## src/rtl/awd_pkg.sv

```systemverilog
package awd_pkg;

  typedef enum logic [2:0] {
    FLD_CTRL  = 3'd0,
    FLD_SEC   = 3'd1,
    FLD_LOW   = 3'd2,
    FLD_HIGH  = 3'd3,
    FLD_ROUTE = 3'd4
  } fieldSel_e;

  // Strobes passed from register control to the datapath
  typedef struct packed {
    logic        wr;
    logic        rd;
    logic        mapped;
    fieldSel_e   field;
    logic [31:0] data;
  } regStrobe_t;

endpackage

```

## src/rtl/awdRegCtrl.sv

```systemverilog
module awdRegCtrl
  import awd_pkg::*;
#(
  parameter int NUM_WIN = 16,
  localparam int WIN_IW = $clog2(NUM_WIN),
  localparam int REG_AW = WIN_IW + 5
) (
  input  logic              regWrEn,
  input  logic              regRdEn,
  input  logic [REG_AW-1:0] regAddr,
  input  logic [31:0]       regWdata,
  output regStrobe_t        stb,
  output logic [WIN_IW-1:0] winSel
);

  logic [2:0] fieldRaw;
  logic       winOk;
  logic       unusedByteLane;

  assign unusedByteLane = ^regAddr[1:0];
  assign fieldRaw       = regAddr[4:2];
  assign winSel         = regAddr[REG_AW-1:5];
  assign winOk          = ({1'b0, winSel} < (WIN_IW+1)'(NUM_WIN));

  always_comb begin
    stb        = '0;
    stb.wr     = regWrEn;
    stb.rd     = regRdEn;
    stb.field  = fieldSel_e'(fieldRaw);
    stb.mapped = winOk && (fieldRaw <= 3'd4);
    stb.data   = regWdata;
  end

endmodule

```

## src/rtl/awdDatapath.sv

```systemverilog
module awdDatapath
  import awd_pkg::*;
#(
  parameter int NUM_WIN     = 16,
  parameter int ADDR_W      = 48,
  parameter int TID_W       = 4,
  parameter int CFG_SPAN_MB = 16,
  localparam int WIN_IW = $clog2(NUM_WIN),
  localparam int GRAN_SH = 20,
  localparam int GW = ADDR_W - GRAN_SH
) (
  input  logic              clk,
  input  logic              rstN,
  input  regStrobe_t        stb,
  input  logic [WIN_IW-1:0] winSel,
  output logic [31:0]       regRdata,
  input  logic              lkValid,
  input  logic [ADDR_W-1:0] lkAddr,
  input  logic              lkWrite,
  input  logic              lkSecure,
  output logic              resValid,
  output logic              resHit,
  output logic [TID_W-1:0]  resTarget,
  output logic [WIN_IW-1:0] resWin,
  output logic              resViolation
);

  logic [31:0] ctrlQ  [NUM_WIN];
  logic [31:0] secQ   [NUM_WIN];
  logic [31:0] lowQ   [NUM_WIN];
  logic [31:0] highQ  [NUM_WIN];
  logic [31:0] routeQ [NUM_WIN];

  // register storage
  always_ff @(posedge clk or negedge rstN) begin
    if (!rstN) begin
      for (int w = 0; w < NUM_WIN; w++) begin
        ctrlQ[w]  <= (w == 0) ? 32'h1 : 32'h0;
        secQ[w]   <= '0;
        lowQ[w]   <= '0;
        highQ[w]  <= '0;
        routeQ[w] <= '0;
      end
    end else if (stb.wr && stb.mapped) begin
      case (stb.field)
        FLD_CTRL:  ctrlQ[winSel]  <= (winSel == '0) ? (stb.data | 32'h1) : stb.data;
        FLD_SEC:   secQ[winSel]   <= stb.data;
        FLD_LOW:   lowQ[winSel]   <= {stb.data[31:4], 4'h0};
        FLD_HIGH:  highQ[winSel]  <= {stb.data[31:4], 4'h0};
        FLD_ROUTE: routeQ[winSel] <= stb.data;
        default: ;
      endcase
    end
  end

  // readback
  logic [31:0] rdMux;
  always_comb begin
    rdMux = '0;
    if (stb.mapped) begin
      case (stb.field)
        FLD_CTRL:  rdMux = ctrlQ[winSel];
        FLD_SEC:   rdMux = secQ[winSel];
        FLD_LOW:   rdMux = lowQ[winSel];
        FLD_HIGH:  rdMux = highQ[winSel];
        FLD_ROUTE: rdMux = routeQ[winSel];
        default:   rdMux = '0;
      endcase
    end
  end

  always_ff @(posedge clk or negedge rstN) begin
    if (!rstN)       regRdata <= '0;
    else if (stb.rd) regRdata <= rdMux;
  end

  // per-window range compare
  logic [GW-1:0]      lkGran;
  logic               unusedLowAddr;
  logic [NUM_WIN-1:0] winMatch;

  assign lkGran        = lkAddr[ADDR_W-1 -: GW];
  assign unusedLowAddr = ^lkAddr[GRAN_SH-1:0];

  for (genvar w = 0; w < NUM_WIN; w++) begin : g_cmp
    logic [GW-1:0] loG;
    assign loG = lowQ[w][4 +: GW];
    if (w == 0) begin : g_cfg
      logic [GW:0] endG;
      assign endG        = {1'b0, loG} + (GW+1)'(CFG_SPAN_MB);
      assign winMatch[w] = ctrlQ[w][0] && (lkGran >= loG) && ({1'b0, lkGran} < endG);
    end else begin : g_std
      assign winMatch[w] = ctrlQ[w][0] && (lkGran >= loG) && (lkGran <= highQ[w][4 +: GW]);
    end
  end

  // lowest index wins
  logic              selFound;
  logic [WIN_IW-1:0] selIdx;
  always_comb begin
    selFound = 1'b0;
    selIdx   = '0;
    for (int w = 0; w < NUM_WIN; w++) begin
      if (winMatch[w] && !selFound) begin
        selFound = 1'b1;
        selIdx   = WIN_IW'(w);
      end
    end
  end

  // bit index: {data window, read}
  logic secBit, violN;
  assign secBit = secQ[selIdx][{selIdx != '0, !lkWrite}];
  assign violN  = selFound && !lkSecure && secBit;

  always_ff @(posedge clk or negedge rstN) begin
    if (!rstN) begin
      resValid     <= 1'b0;
      resHit       <= 1'b0;
      resTarget    <= '0;
      resWin       <= '0;
      resViolation <= 1'b0;
    end else begin
      resValid <= lkValid;
      if (lkValid) begin
        resHit       <= selFound && !violN;
        resTarget    <= (selFound && !violN) ? ctrlQ[selIdx][8 +: TID_W] : '0;
        resWin       <= selFound ? selIdx : '0;
        resViolation <= violN;
      end
    end
  end


  res_latency_chk: assert property (@(posedge clk) disable iff (!rstN)
    lkValid |=> resValid);

  res_idle_chk: assert property (@(posedge clk) disable iff (!rstN)
    !lkValid |=> !resValid);

  secure_clean_chk: assert property (@(posedge clk) disable iff (!rstN)
    (lkValid && lkSecure) |=> !resViolation);

  miss_target_chk: assert property (@(posedge clk) disable iff (!rstN)
    (resValid && !resHit) |-> (resTarget == '0));

  cfg_enable_chk: assert property (@(posedge clk) disable iff (!rstN)
    (stb.rd && stb.mapped && winSel == '0 && stb.field == FLD_CTRL) |=> regRdata[0]);

  bound_nibble_chk: assert property (@(posedge clk) disable iff (!rstN)
    (stb.rd && stb.mapped && (stb.field == FLD_LOW || stb.field == FLD_HIGH))
      |=> (regRdata[3:0] == 4'h0));

endmodule

```

## src/rtl/awdDecoderTop.sv

```systemverilog
module awdDecoderTop
  import awd_pkg::*;
#(
  parameter int NUM_WIN     = 16,
  parameter int ADDR_W      = 48,
  parameter int TID_W       = 4,
  parameter int CFG_SPAN_MB = 16,
  localparam int WIN_IW = $clog2(NUM_WIN),
  localparam int REG_AW = WIN_IW + 5
) (
  input  logic              clk,
  input  logic              rstN,
  input  logic              regWrEn,
  input  logic              regRdEn,
  input  logic [REG_AW-1:0] regAddr,
  input  logic [31:0]       regWdata,
  output logic [31:0]       regRdata,
  input  logic              lkValid,
  input  logic [ADDR_W-1:0] lkAddr,
  input  logic              lkWrite,
  input  logic              lkSecure,
  output logic              resValid,
  output logic              resHit,
  output logic [TID_W-1:0]  resTarget,
  output logic [WIN_IW-1:0] resWin,
  output logic              resViolation
);

  regStrobe_t        stb;
  logic [WIN_IW-1:0] winSel;

  awdRegCtrl #(.NUM_WIN(NUM_WIN)) u_ctrl (
    .regWrEn (regWrEn),
    .regRdEn (regRdEn),
    .regAddr (regAddr),
    .regWdata(regWdata),
    .stb     (stb),
    .winSel  (winSel)
  );

  awdDatapath #(
    .NUM_WIN    (NUM_WIN),
    .ADDR_W     (ADDR_W),
    .TID_W      (TID_W),
    .CFG_SPAN_MB(CFG_SPAN_MB)
  ) u_dp (
    .clk         (clk),
    .rstN        (rstN),
    .stb         (stb),
    .winSel      (winSel),
    .regRdata    (regRdata),
    .lkValid     (lkValid),
    .lkAddr      (lkAddr),
    .lkWrite     (lkWrite),
    .lkSecure    (lkSecure),
    .resValid    (resValid),
    .resHit      (resHit),
    .resTarget   (resTarget),
    .resWin      (resWin),
    .resViolation(resViolation)
  );

endmodule

```

## config.mk

```make
export PLATFORM = sky130hd
export DESIGN_NAME = awdDecoderTop
export DESIGN_NICKNAME = d
export VERILOG_FILES = /design/src/rtl/awd_pkg.sv /design/src/rtl/awdRegCtrl.sv /design/src/rtl/awdDatapath.sv /design/src/rtl/awdDecoderTop.sv
export SDC_FILE = /design/constraint.sdc
export NUM_CORES = 2
export LEC_CHECK = 0
export BUFFER_PORTS_ARGS = -buffer_cell sky130_fd_sc_hd__buf_2
export CAP_MARGIN = 20
export CORE_MARGIN = 8
export CORE_UTILIZATION = 58
export CTS_CLUSTER_SIZE = 28
export DETAILED_ROUTE_END_ITERATION = 16
export HOLD_SLACK_MARGIN = 0.15
export PLACE_DENSITY = 0.83
export REMOVE_ABC_BUFFERS = 1
export SLEW_MARGIN = 25
export SYNTH_ARGS = -nofsm -noshare
export SYNTH_HDL_FRONTEND = slang
export SYNTH_HIERARCHICAL = 1
export SYNTH_SLANG_ARGS = --single-unit
```

## constraint.sdc

```tcl
create_clock -name clk -period 4.9 [get_ports clk]
set_clock_uncertainty 0.2 [all_clocks]
set_input_delay 0.245 -clock clk [delete_from_list [all_inputs] [get_ports clk]]
set_output_delay 0.245 -clock clk [all_outputs]
set_load 0.02 [all_outputs]
```

### Word level (Yosys, flattened, before mapping)

Cells that the tools add are included.
W data, S select, Z words.

| storage, ports and cells | value |
|---|---|
| register bits | 2603 |
| latch bits | 0 |
| bits in writable memories | 0 |
| ROM bits | 0 |
| bits of input ports | 96 |
| output and inout bits | 43 |
| logic and storage cells | 274 |
| memories kept | 0 |

| operators by class | value |
|---|---|
| add/subtract/negate cells | 1 |
| $mul | 0 |
| div/mod/pow operators | 0 |
| order comparisons | 37 |
| equality and inequality tests | 4 |
| shift operators | 0 |
| mux-type cells | 66 |
| bitwise operators | 2 |
| reductions and logical operators | 78 |

Operator list:

| kind | number |
|---|---|
| $bwmux W512 | 5 |
| $bmux W32 S4 | 7 |
| $ge A28 B28 Y1 | 16 |
| $le A28 B28 Y1 | 15 |
| $mux W32 | 12 |
| $pmux W32 S5 | 1 |
| $demux W32 S4 | 1 |
| $logic_and A1 B1 Y1 | 52 |
| $mux W4 | 12 |
| $add A28 B5 Y29 const B | 1 |
| $lt A28 B29 Y1 | 1 |
| $mux W12 | 2 |
| $mux W1 | 19 |
| $logic_not A1 Y1 | 18 |
| $mux W3 | 4 |
| $ge A5 B5 Y1 const B | 2 |
| $not A4 Y5 | 2 |
| $reduce_and A2 Y1 | 5 |
| $eq A3 B2 Y1 const B | 2 |
| $lt A2 B6 Y1 const B | 1 |
| $lt A5 B1 Y1 const B | 1 |
| $logic_not A4 Y1 | 1 |
| $mux W2 | 2 |
| $reduce_bool A4 Y1 | 1 |
| other kinds (5) | 5 |

### Depth between registers and ports, before layout

| depth | value |
|---|---|
| word-level depth | 59 |
| depth in mapped cells | 25 |
| mapped depth without buffers | 22 |

### Cells and area by module

Netlist, hierarchy kept.

By module, submodules not included:

| module | instances | cells each | area an instance (sq um) | seq. area each (sq um) |
|---|---|---|---|---|
| awdDatapath | 1 | 10605 | 134697.9 | 61935.7 |
| awdRegCtrl | 1 | 42 | 312.8 | 0.0 |

### Worst setup path after synthesis

No wires, ideal clock.

| timing path | value |
|---|---|
| kind | reg2reg |
| from | register u_dp.lowQ (netlist bit u_dp/g_cmp[0].loG[11]) |
| to | register u_dp.resViolation |
| setup time | 0.125 ns |
| arrival | 4.846 ns |
| required time | 4.575 ns |
| path slack | -0.271 ns |
| stages on the path, launching flop included | 22 |
| path buffers | 1 |
| period minus slack after synthesis | 5.171 ns |
| cell sequence | dfrtp_1 and4_1 and3_1 nand3_1 or4_1 nor3_1 xnor2_1 ha_1 a21o_1 a21o_1 a21oi_1 o21ai_0 a221o_1 o32ai_2 a211o_4 a21oi_1 buf_2 mux4_1 mux2_2 a211oi_2 a32oi_2 mux2_4 |

| on the way | value |
|---|---|
| cells in the longest elaborated chain, start to end | 56 |
| elaborated cells between the ends (all ways) | 75 |
| those cells by class | 1 x add/sub; 2 x order compare; 36 x mux; 1 x bitwise; 35 x reduce/logical |

RTL lines:

| element | RTL line | source |
|---|---|---|
| start, declared | awdDatapath.sv:30 | `logic [31:0] lowQ [NUM_WIN];` |
| start signal, assigned by index | awdDatapath.sv:48 | `FLD_LOW: lowQ[winSel] <= {stb.data[31:4], 4'h0};` |
| $add A28 B5 Y29 / $ge A28 B28 Y1 (equally long branches) | awdDatapath.sv:90, awdDatapath.sv:91 |  |
| $lt A28 B29 Y1 / $logic_and A1 B1 Y1 (equally long branches) | awdDatapath.sv:91 | `assign winMatch[w] = ctrlQ[w][0] && (lkGran >= loG) && ({1'b0, lkGran} < endG);` |
| $logic_and A1 B1 Y1 * | awdDatapath.sv:91 |  |
| $mux W1 * | awdDatapath.sv:104 | `if (winMatch[w] && !selFound) begin` |
| $logic_not A1 Y1 | awdDatapath.sv:104 |  |
| $logic_and A1 B1 Y1 | awdDatapath.sv:104 |  |
| $mux W1 | awdDatapath.sv:104 |  |
| $logic_not A1 Y1 | awdDatapath.sv:104 |  |
| [... 39 more ...] | - |  |
| $logic_and A1 B1 Y1 | awdDatapath.sv:104 |  |
| $mux W4 | awdDatapath.sv:104 |  |
| $not A4 Y5 (implied by the code) | awdDatapath.sv:113 | `assign secBit = secQ[selIdx][{selIdx != '0, !lkWrite}];` |
| $bmux W32 S4 | awdDatapath.sv:113 |  |
| $mux W4 (implied by the code) (2 in a row) | awdDatapath.sv:113 |  |
| $bmux W1 S2 | awdDatapath.sv:113 |  |
| $mux W1 (implied by the code) | awdDatapath.sv:113 |  |
| $logic_and A1 B1 Y1 * | awdDatapath.sv:114 | `assign violN = selFound && !lkSecure && secBit;` |
| end signal, assigned | awdDatapath.sv:129 | `resViolation <= violN;` |
| end, declared | awdDatapath.sv:25 | `output logic resViolation` |

Every way passes the cells marked *; elsewhere a longest branch is shown, timed or not. The select of a mux whose other input is x is not followed.
A chain may end at the register's enable or synchronous reset.

### Worst setup path after layout

Same ends and word-level chain as after synthesis.

==> impl_metrics.json <==
{
  "final_nets": 12126,
  "die_area_sq_um": 248500,
  "synth_top_area_cell": "dfrtp_1",
  "layout_min_cycle_time_ns": 5.302,
  "htree_levels": 5,
  "critPathLaunchType": "flip-flop",
  "clk_latency_ns": 0.97,
  "cpMaxStageDelayCell": "mux4_2",
  "final_cells": 14365,
  "endpoint_kind": "flip-flop",
  "synth.cell_area_sq_um": 135000,
  "area_growth_pct": 13.78,
  "drt_iter0_drc": 10687,
  "power_density_nw_per_um2": 334.5,
  "grt_pass1_vias": 102231,
  "required_ns": 5.50,
  "placed_cell_area_sq_um": 143800,
  "die_h_microns": 498.5,
  "drv_slew": 0,
  "synth.distinct_cells": 93,
  "clk_pin_slew_ns": 0.06,
  "cts.path.max_buffers": 4,
  "grt_pass1_wl_microns": 648700,
  "grt_util_all_layers_pct": 34.38,
  "ys_seq_area_share_pct": 45.87,
  "worst_pin_slew_ns": 1.147,
  "cts_buffers": 283,
  "worst_slack_ns": -0.4017,
  "fillers": 15666,
  "synth_area_per_cell_sq_um": 12.68,
  "gp_congestion": 1.004,
  "seq_power_share_pct": 44.2,
  "post-route-period-util_pct": 108.2,
  "crit_type": "reg2reg",
  "slowest_delay_ns": 0.51,
  "max_freq_mhz": 188.6,
  "hold_class": "in2reg",
  "drcViolationCount": 0,
  "cts_root_buf": "clkbuf_16",
  "synth_top_area_share_pct": 45.86,
  "cts_tree": "yes",
  "wl_microns": 434000,
  "crit_chain": "and4_1 -> and3_4 -> nand3_4 -> or4_4 -> buf_6 -> nor3_4 -> xnor2_1 -> ha_1 -> nand4_1 -> nor3_2 -> o2111a_1 -> o32ai_4 -> buf_12 -> a211o_4 -> buf_6 -> a21oi_4 -> mux4_2 -> mux2_4 -> a211oi_4 -> a32oi_4 -> mux2_4",
  "synth.most_common_cell": "dfrtp_1",
  "worst-path-max-fanout": 6,
  "post-dp-hpwl_microns": 291000,
  "yosysWarnings": 6,
  "status": "finished with violations",
  "grt_max_degree": 146,
  "firstDrtPassIters": 6,
  "intPower_uw": 37440,
  "initial_core_util_pct": 58.17,
  "dr_total_vias": 96515,
  "peakVddDrop_mv": 0.3331,
  "p_sw_uw": 13940,
  "synthTopCellsByArea": "dfrtp_1, mux2_2, mux4_2",
  "drv_cap": 0,
  "netlist_instances": 10647,
  "pwr-share-clk_pct": 40.0,
  "tns_ns": -2.225,
  "stdcell_area_sq_um": 153600,
  "coreArea_sq_um": 232100,
  "ys_seq_elements": 2475,
  "placementRows": 177,
  "grt-ovfl-total": 0,
  "antenna_left": 0,
  "dp.cells": 13822,
  "clock-sinks": 2475,
  "wl_per_cell_microns": 30.21,
  "fp.dieW_microns": 498.5,
  "hold_viol": 0,
  "drive_gt1_share_pct": 37.49,
  "async_flop_share_pct": 100.0,
  "hold-worst-slack_ns": 0.2202,
  "rsz0062_at_grt": "yes",
  "path_buf_inv": 3,
  "port_buffers": 116,
  "crit_family": "simple AND/OR/NAND/NOR gates",
  "combPwrFrac_pct": 15.8,
  "antenna_found_initial": 22,
  "worstPathArrival_ns": 5.90,
  "power.total_uw": 51380,
  "synth_common_cells": "dfrtp_1, mux2_2, inv_1",
  "p_sw_share_pct": 27.12,
  "violations": "setup timing",
  "ys.flop_type": "dfrtp_1",
  "relSlewSlack_pct": 23.55,
  "leakage_uw": 0.07349,
  "setup_viol": 6,
  "synth_edf_count": 0,
  "viasPerCell": 6.719,
  "ios": 139
}
power by group through the flow:
| stage | Combinational (uW) | Sequential, uW | Clock, uW |
|---|---|---|---|
| floorplan | 4060 | 22700 | 0 |
| global placement | 7420 | 22800 | 0 |
| detailed placement | 7750 | 23000 | 0 |
| CTS | 7950 | 22700 | 20700 |
| global route | 8710 | 22800 | 21500 |
| finish | 8120 | 22700 | 20600 |
metrics by stage:
step                setup slack (ns)  utilization (%)
finish                       -0.4017            66.18
detailed placement           -0.7714            61.96
global route                 -0.6159            66.18
CTS                          -0.3381            66.13
global placement             -0.7957            61.96
floorplan                     -1.424                -
sequential cells by signal (all words and copies together) (netlist names):
name               cells
u_dp/ctrlQ           512
u_dp/g_cmp.loG       448
u_dp/highQ           448
u_dp/regRdata         32
u_dp/resHit            1
u_dp/resTarget         4
u_dp/resValid          1
u_dp/resViolation      1
u_dp/resWin            4
u_dp/routeQ          512
u_dp/secQ            512
tightest hold or removal path: cells and delay by family:
kind,cells,cell delay [ns]
AO/OA/AOI/OAI,1,0.09
buffers and inverters,2,0.83
AND/OR/NAND/NOR,1,0.11
per-layer routing:
layer | vias to the layer above | global-route usage (%) | share of wire (%) | wire [microns]
li1 | 39630 | - | - | -
met1 | 49575 | 43.74 | 37 | 158700
met2 | 5761 | 52.74 | 45 | 195300
met3 | 1527 | 9.358 | 11 | 47440
met4 | 22 | 21.23 | 7.5 | 32450
met5 | - | 0 | 0.035 | 153
cells by family after synthesis:
group                      count (synthesis)  synth area share, %
AOI/OAI and AO/OA                       1367                6.114
xor gates and xnor gates                  22               0.1427
adders and majority gates                893                8.276
buffers and inverters                   1702                4.883
DFF                                     2475                45.87
muxes                                   2861                30.15
and+or+nand+nor                         1327                4.562
area by class of cell:
type / instances / area (sq um) / share of cell area (%)
clock buffers: 390 / 8048 / 5.239
repair buffers: 1005 / 8509 / 5.540
flip-flops and latches: 2475 / 61940 / 40.32
inverters: 902 / 3386 / 2.204
well taps: 3043 / 3807 / 2.479
clock inverters: 69 / 730.7 / 0.4757
multi-input cells: 6470 / 67170 / 43.72
diodes: 11 / 27.53 / 0.01792
placed cells by master, fill, tap and decap left out, types with 45 or more instances in the layout:
cell,count
inv_1,902
ha_1,893
nor3_1,45
o21ai_0,598
mux4_2,763
a211oi_1,49
nor2_1,121
mux2i_1,94
nor2_4,52
dlygate4sd3_1,57
clkbuf_1,54
buf_4,753
clkbuf_8,50
nor2b_1,55
a21o_1,106
dfrtp_1,2474
nand2_1,646
mux2_2,2001
buf_2,101
buf_12,77
nand3_1,96
nand4_1,158
clkbuf_16,286
a21oi_1,308
final timing paths:
check / start / to / slack (ns) / depth (start not counted)
max: u_dp/g_cmp[0].loG[11]$_DFFE_PN0P_ / u_dp/resViolation$_DFFE_PN0P_ / -0.40 / 21
min: regWdata[13] / u_dp/g_cmp[3].loG[9]$_DFFE_PN0P_ / 0.22 / 4
max reg2reg: u_dp/g_cmp[0].loG[11]$_DFFE_PN0P_ / u_dp/resViolation$_DFFE_PN0P_ / -0.40 / 21
min reg2reg: u_dp/ctrlQ[133]$_DFFE_PN0P_ / u_dp/ctrlQ[133]$_DFFE_PN0P_ / 0.30 / 1
max in group asynchronous: rstN / u_dp/highQ[52]$_DFFE_PN0P_ / 2.87 / 4
min in group asynchronous: rstN / u_dp/routeQ[244]$_DFFE_PN0P_ / 0.63 / 4
timing repair:
action	CTS	global route
pin swaps	31	13
buffers inserted	9	6
endpoints found under the setup margin	6	6
endpoints found under the hold margin	3794	0
gates resized for setup	43	9
hold buffers	59	0
No activity file was read; power rests on OpenSTA's default activity.
